**config.mk**
```make
export PLATFORM = sky130hd
export DESIGN_NAME = barrier_sync_unit
export DESIGN_NICKNAME = d
export VERILOG_FILES = /design/src/rtl/barrier_pkg.sv /design/src/rtl/barrier_lane.sv /design/src/rtl/barrier_pc_step.sv /design/src/rtl/barrier_sync_unit.sv
export SDC_FILE = /design/constraint.sdc
export NUM_CORES = 1
export LEC_CHECK = 0
export ABC_AREA = 1
export CORE_MARGIN = 2
export CORE_UTILIZATION = 30
export CTS_CLUSTER_DIAMETER = 100
export CTS_CLUSTER_SIZE = 25
export DETAILED_ROUTE_END_ITERATION = 12
export DONT_BUFFER_PORTS = 1
export PLACE_DENSITY = 0.41
export SETUP_SLACK_MARGIN = 0.2
export SYNTH_ARGS = -nofsm -noshare
export SYNTH_HDL_FRONTEND = slang
export SYNTH_HIERARCHICAL = 1
export SYNTH_SLANG_ARGS = --single-unit
```
**constraint.sdc**
```tcl
create_clock -name clk -period 1.65 [get_ports clk]
set_clock_uncertainty 0.05 [all_clocks]
set_input_delay 0.165 -clock clk [delete_from_list [all_inputs] [get_ports clk]]
set_output_delay 0.165 -clock clk [all_outputs]
set_load 0.005 [all_outputs]
```
**src/rtl/barrier_pkg.sv**
```systemverilog
package barrier_pkg;

    typedef enum logic [2:0] {
        ST_IDLE    = 3'd0,
        ST_ARRIVE  = 3'd1,
        ST_PARK    = 3'd2,
        ST_RELEASE = 3'd3,
        ST_DONE    = 3'd4
    } bstate_e;

    localparam int STATE_W  = 3;
    localparam int NUM_LANE = 2;

    function automatic int cnt_width(input int threads);
        return (threads < 1) ? 1 : $clog2(threads + 1);
    endfunction

endpackage

```
**src/rtl/barrier_lane.sv**
```systemverilog
module barrier_lane
    import barrier_pkg::*;
#(
    parameter int NUM_THREADS = 2,
    parameter int CNT_W       = 2,
    parameter int OP_W        = 8,
    parameter logic [OP_W-1:0] BAR_OP = 8'h2A
) (
    input  logic             granted,
    input  logic [OP_W-1:0]  opcode,
    input  bstate_e          cur,
    input  logic [CNT_W-1:0] arrive_q,
    input  logic [CNT_W-1:0] depart_q,
    output bstate_e          nxt,
    output logic [CNT_W-1:0] arrive_d,
    output logic [CNT_W-1:0] depart_d,
    output logic             is_bar
);
    localparam logic [CNT_W-1:0] LAST_IN = CNT_W'(NUM_THREADS - 1);
    localparam logic [CNT_W-1:0] FULL    = CNT_W'(NUM_THREADS);
    localparam logic [CNT_W-1:0] ONE     = CNT_W'(1);

    assign is_bar = (opcode == BAR_OP);

    always_comb begin
        nxt      = cur;
        arrive_d = arrive_q;
        depart_d = depart_q;
        if (granted && is_bar) begin
            unique case (cur)
                ST_IDLE: nxt = ST_ARRIVE;
                ST_ARRIVE: begin
                    if (depart_q == '0) begin
                        arrive_d = arrive_q + ONE;
                        if (arrive_q == LAST_IN) begin
                            nxt      = ST_RELEASE;
                            depart_d = FULL;
                        end else begin
                            nxt = ST_PARK;
                        end
                    end
                end
                ST_PARK: begin
                    if (arrive_q == FULL) nxt = ST_RELEASE;
                end
                ST_RELEASE: begin
                    depart_d = depart_q - ONE;
                    nxt      = ST_DONE;
                    if (depart_q == ONE) arrive_d = '0;
                end
                ST_DONE: nxt = ST_IDLE;
                default: nxt = cur;
            endcase
        end
    end
endmodule

```
**src/rtl/barrier_pc_step.sv**
```systemverilog
module barrier_pc_step
    import barrier_pkg::*;
#(
    parameter int PC_W = 32,
    parameter int STEP = 4
) (
    input  logic            granted,
    input  logic            is_bar,
    input  bstate_e         cur,
    input  logic [PC_W-1:0] pc,
    output logic [PC_W-1:0] pc_nxt
);
    logic advance;

    assign advance = granted && (!is_bar || (cur == ST_DONE));
    assign pc_nxt  = advance ? (pc + PC_W'(STEP)) : pc;
endmodule

```
**src/rtl/barrier_sync_unit.sv**
```systemverilog
module barrier_sync_unit
    import barrier_pkg::*;
#(
    parameter int NUM_THREADS = 2,
    parameter int OP_W        = 8,
    parameter int PC_W        = 32,
    parameter logic [OP_W-1:0] BAR_OP = 8'h2A,
    parameter int CNT_W       = cnt_width(NUM_THREADS)
) (
    input  logic             clk,
    input  logic             rst,
    input  logic             grant_b,
    input  logic [OP_W-1:0]  op_a,
    input  logic [OP_W-1:0]  op_b,
    input  logic [PC_W-1:0]  pc_a,
    input  logic [PC_W-1:0]  pc_b,
    output logic [PC_W-1:0]  pc_a_next,
    output logic [PC_W-1:0]  pc_b_next,
    output logic [2:0]       state_a,
    output logic [2:0]       state_b,
    output logic [CNT_W-1:0] arrive_cnt,
    output logic [CNT_W-1:0] depart_cnt
);
    bstate_e          st_q   [NUM_LANE];
    bstate_e          st_d   [NUM_LANE];
    logic [CNT_W-1:0] arr_d  [NUM_LANE];
    logic [CNT_W-1:0] dep_d  [NUM_LANE];
    logic             bar_hit[NUM_LANE];
    logic [OP_W-1:0]  ops    [NUM_LANE];
    logic [PC_W-1:0]  pcs    [NUM_LANE];
    logic [PC_W-1:0]  pcn    [NUM_LANE];
    logic [CNT_W-1:0] arr_q, dep_q;
    logic [CNT_W-1:0] arr_sel, dep_sel;

    assign ops[0] = op_a;
    assign ops[1] = op_b;
    assign pcs[0] = pc_a;
    assign pcs[1] = pc_b;

    for (genvar t = 0; t < NUM_LANE; t++) begin : g_lane
        logic granted;
        assign granted = (grant_b == 1'(t));

        barrier_lane #(
            .NUM_THREADS(NUM_THREADS),
            .CNT_W      (CNT_W),
            .OP_W       (OP_W),
            .BAR_OP     (BAR_OP)
        ) lane_i (
            .granted (granted),
            .opcode  (ops[t]),
            .cur     (st_q[t]),
            .arrive_q(arr_q),
            .depart_q(dep_q),
            .nxt     (st_d[t]),
            .arrive_d(arr_d[t]),
            .depart_d(dep_d[t]),
            .is_bar  (bar_hit[t])
        );

        barrier_pc_step #(
            .PC_W(PC_W),
            .STEP(4)
        ) pc_i (
            .granted(granted),
            .is_bar (bar_hit[t]),
            .cur    (st_q[t]),
            .pc     (pcs[t]),
            .pc_nxt (pcn[t])
        );

        always_ff @(posedge clk) begin
            if (rst) st_q[t] <= ST_IDLE;
            else     st_q[t] <= st_d[t];
        end
    end

    assign arr_sel = grant_b ? arr_d[1] : arr_d[0];
    assign dep_sel = grant_b ? dep_d[1] : dep_d[0];

    always_ff @(posedge clk) begin
        if (rst) begin
            arr_q <= '0;
            dep_q <= '0;
        end else begin
            arr_q <= arr_sel;
            dep_q <= dep_sel;
        end
    end

    assign pc_a_next  = pcn[0];
    assign pc_b_next  = pcn[1];
    assign state_a    = st_q[0];
    assign state_b    = st_q[1];
    assign arrive_cnt = arr_q;
    assign depart_cnt = dep_q;
endmodule

```
==> flow_metrics.tcl <==
set metrics [dict create \
    synth.net_count 730 \
    violated_checks "setup timing" \
    fin_util 0.4133 \
    clockRootBuffer "clkbuf_8" \
    dpl_worst_slack_ns 0.06175 \
    fin_ws_ns -0.04481 \
    period_share 1.027 \
    final_net_count 761 \
    layout.cells.most_common "nand2_1" \
    io_pins 157 \
    layout-area-overhead-vs-synth_pct 35.20 \
    ys_seq_area_frac 0.06095 \
    p_leak_nw 2.184 \
    fin_tns_setup_ns -0.1579 \
    antenna_found_initial 0 \
    post-dp-hpwl_um 8140 \
    power_density_cells_nw_per_um2 250.1 \
    hold_viol_final 0 \
    routed_via_count_divided_by_cell_count 4.720 \
    timing.slew.headroom 0.7080 \
    number_of_buffers_created_by_cts 3 \
    synth_area_leader_cell "nand2_1" \
    dr_total_vias 3800 \
    drt-pass1-iter-count 4 \
    tritoncts "built" \
    grt_max_degree 13 \
    drt-wirelength-per-cell_um 12.93 \
    drt.antenna.violating_nets 0 \
    die-height_um 108.6 \
    worstSetupStartpointType "register" \
    critPathArrivalTime_ns 1.48 \
    synthDominantCellAreaShare 0.2697 \
    outcome "complete, but fails checks" \
    fp.dieW_um 108.6 \
    mostFrequentLayoutCells "nand2_1, inv_1, nor2_1" \
    cts_max_level 1 \
    period_needed_ns 1.695 \
    worst_skew_pair.late_latency_ns 0.23 \
    tightestPinTransition_ns 0.4366 \
    worst_hold_path_type "in2reg" \
    core_area_um2 10750 \
    ir_drop_mv 0.2893 \
    clock_path_buffers 2 \
    drive_gt1_frac 0.2977 \
    synth_cells 635 \
    max_freq_mhz 590.0 \
    endpoint_kind "output port" \
    max_cap_viol_count 0 \
    ys.warnings.count 6 \
    die_area_um2 11800 \
    n_antenna_cell 0 \
    first_global_vias 3561 \
    grt_overflow 0 \
    timing.critical_path.required_ns 1.43 \
    clk_slew_on_worst_s_h_paths_ns 0.05 \
    gp_congestion 0.8226 \
    finalPower_mw 1.111 \
    hold_ws_ns 0.009094 \
    drt_first_iter_violations 143 \
    worstSetupPathType "reg2out" \
    synth_top_cells_by_area "nand2_1, inv_1, nor2_1, nand3_1, dfxtp_1" \
    biggest_fanout_along_the_worst_timing_path 7 \
    finalSetupViolations 9 \
    initial_core_util 0.3057 \
    synthesis.area_um2 3284 \
    floorplan.rows 38 \
    grt_pass1_wl_um 15670 \
    unrepaired_setup_endpoints_after_global_routing "true" \
    clock-sinks 10 \
    remaining_drc_errors 0 \
    grt.total_usage 0.1595 \
    drt-total-wl_um 10410 \
    synth_area_per_cell_um2 5.172 \
    synth_seq_cells 10 \
    slew_viol_final 0 \
    ys_types 25 \
    buffer_ports.inserted 0 \
]
## cell usage after synthesis, drive strengths merged
cell type and count:
a21oi 4, buf 9, dfxtp 10, ha 12, inv 108, nand2 248
nand3 68, nand3b 2, nand4 22, nor2 110, nor3 2, nor4 2
o21ai 4, xnor2 16, xor2 18
## timing repair
item                       in CTS  in global routing
setup endpoints to repair      63                 66
hold buffers                    1                  0
pin swaps                      22                 51
setup buffers                   7                 10
hold endpoints to repair        6                  0
cloned                          1                  2
resized for setup              51                112
## layout make-up
cell class / instances / area, um2
Fill cell: 1206 / 6305
Multi-Input combinational cell: 509 / 3176
Timing Repair Buffer: 34 / 377.9
Sequential cell: 10 / 219.0
Clock buffer: 4 / 55.05
Tap cell: 140 / 175.2
Inverter: 108 / 437.9
## per-layer routing
layer  routed length (um)  GRT usage
met2                 5334     0.2955
met4                    4   0.002747
met3                  694    0.03885
met1                 4374     0.1972
met5                    0          0
## state kept, by name, indices dropped and copies added (netlist names)
register / cells
arrive_cnt: 2
st_q: 6
depart_cnt: 2
## report_power, final
group / switching (mW) / internal [mW] / leakage [nW]
Clock: 0.0955 / 0.210 / 0.0288
Combinational: 0.314 / 0.235 / 2.07
Sequential: 0.00894 / 0.247 / 0.0863
## worst max-delay path, stage by stage, from the launching register on
cell and delay, ns:
dfxtp_2 0.31, nor2_1 0.09, nand2_1 0.07, nand2_2 0.10
nand2_8 0.10, buf_6 0.13, nor2_4 0.15, nand2_1 0.09
xnor2_1 0.18
## kinds of logic (layout without fill, tap and decap cells)
kind of cell / after synthesis / after routing / share of synthesized area
simple gates: 454 / 455 / 0.6362
buf+inv: 117 / 146 / 0.1497
xor+xnor: 34 / 34 / 0.09524
fa+ha+maj: 12 / 12 / 0.04571
flops: 10 / 10 / 0.06095
compound gates: 8 / 8 / 0.01219
## stage by stage
step                std cells  cell area, um2
floorplan                 635            3288
global placement          780            3495
detailed placement        780            3495
CTS                       793            3872
global route              805            4441
finish                    805            4441
## worst paths after layout
path	start	to	slack, ns	depth (start not counted)
worst max-delay path	st_q[1][0]$_SDFF_PP0_	pc_b_next[19]	-0.04	8
worst min-delay path	grant_b	depart_cnt[1]$_SDFF_PP0_	0.009	2
worst max register to register	arrive_cnt[1]$_SDFF_PP0_	arrive_cnt[1]$_SDFF_PP0_	0.23	13
worst min register to register	depart_cnt[1]$_SDFF_PP0_	depart_cnt[1]$_SDFF_PP0_	0.61	4
(Power assumes the default switching activity.)
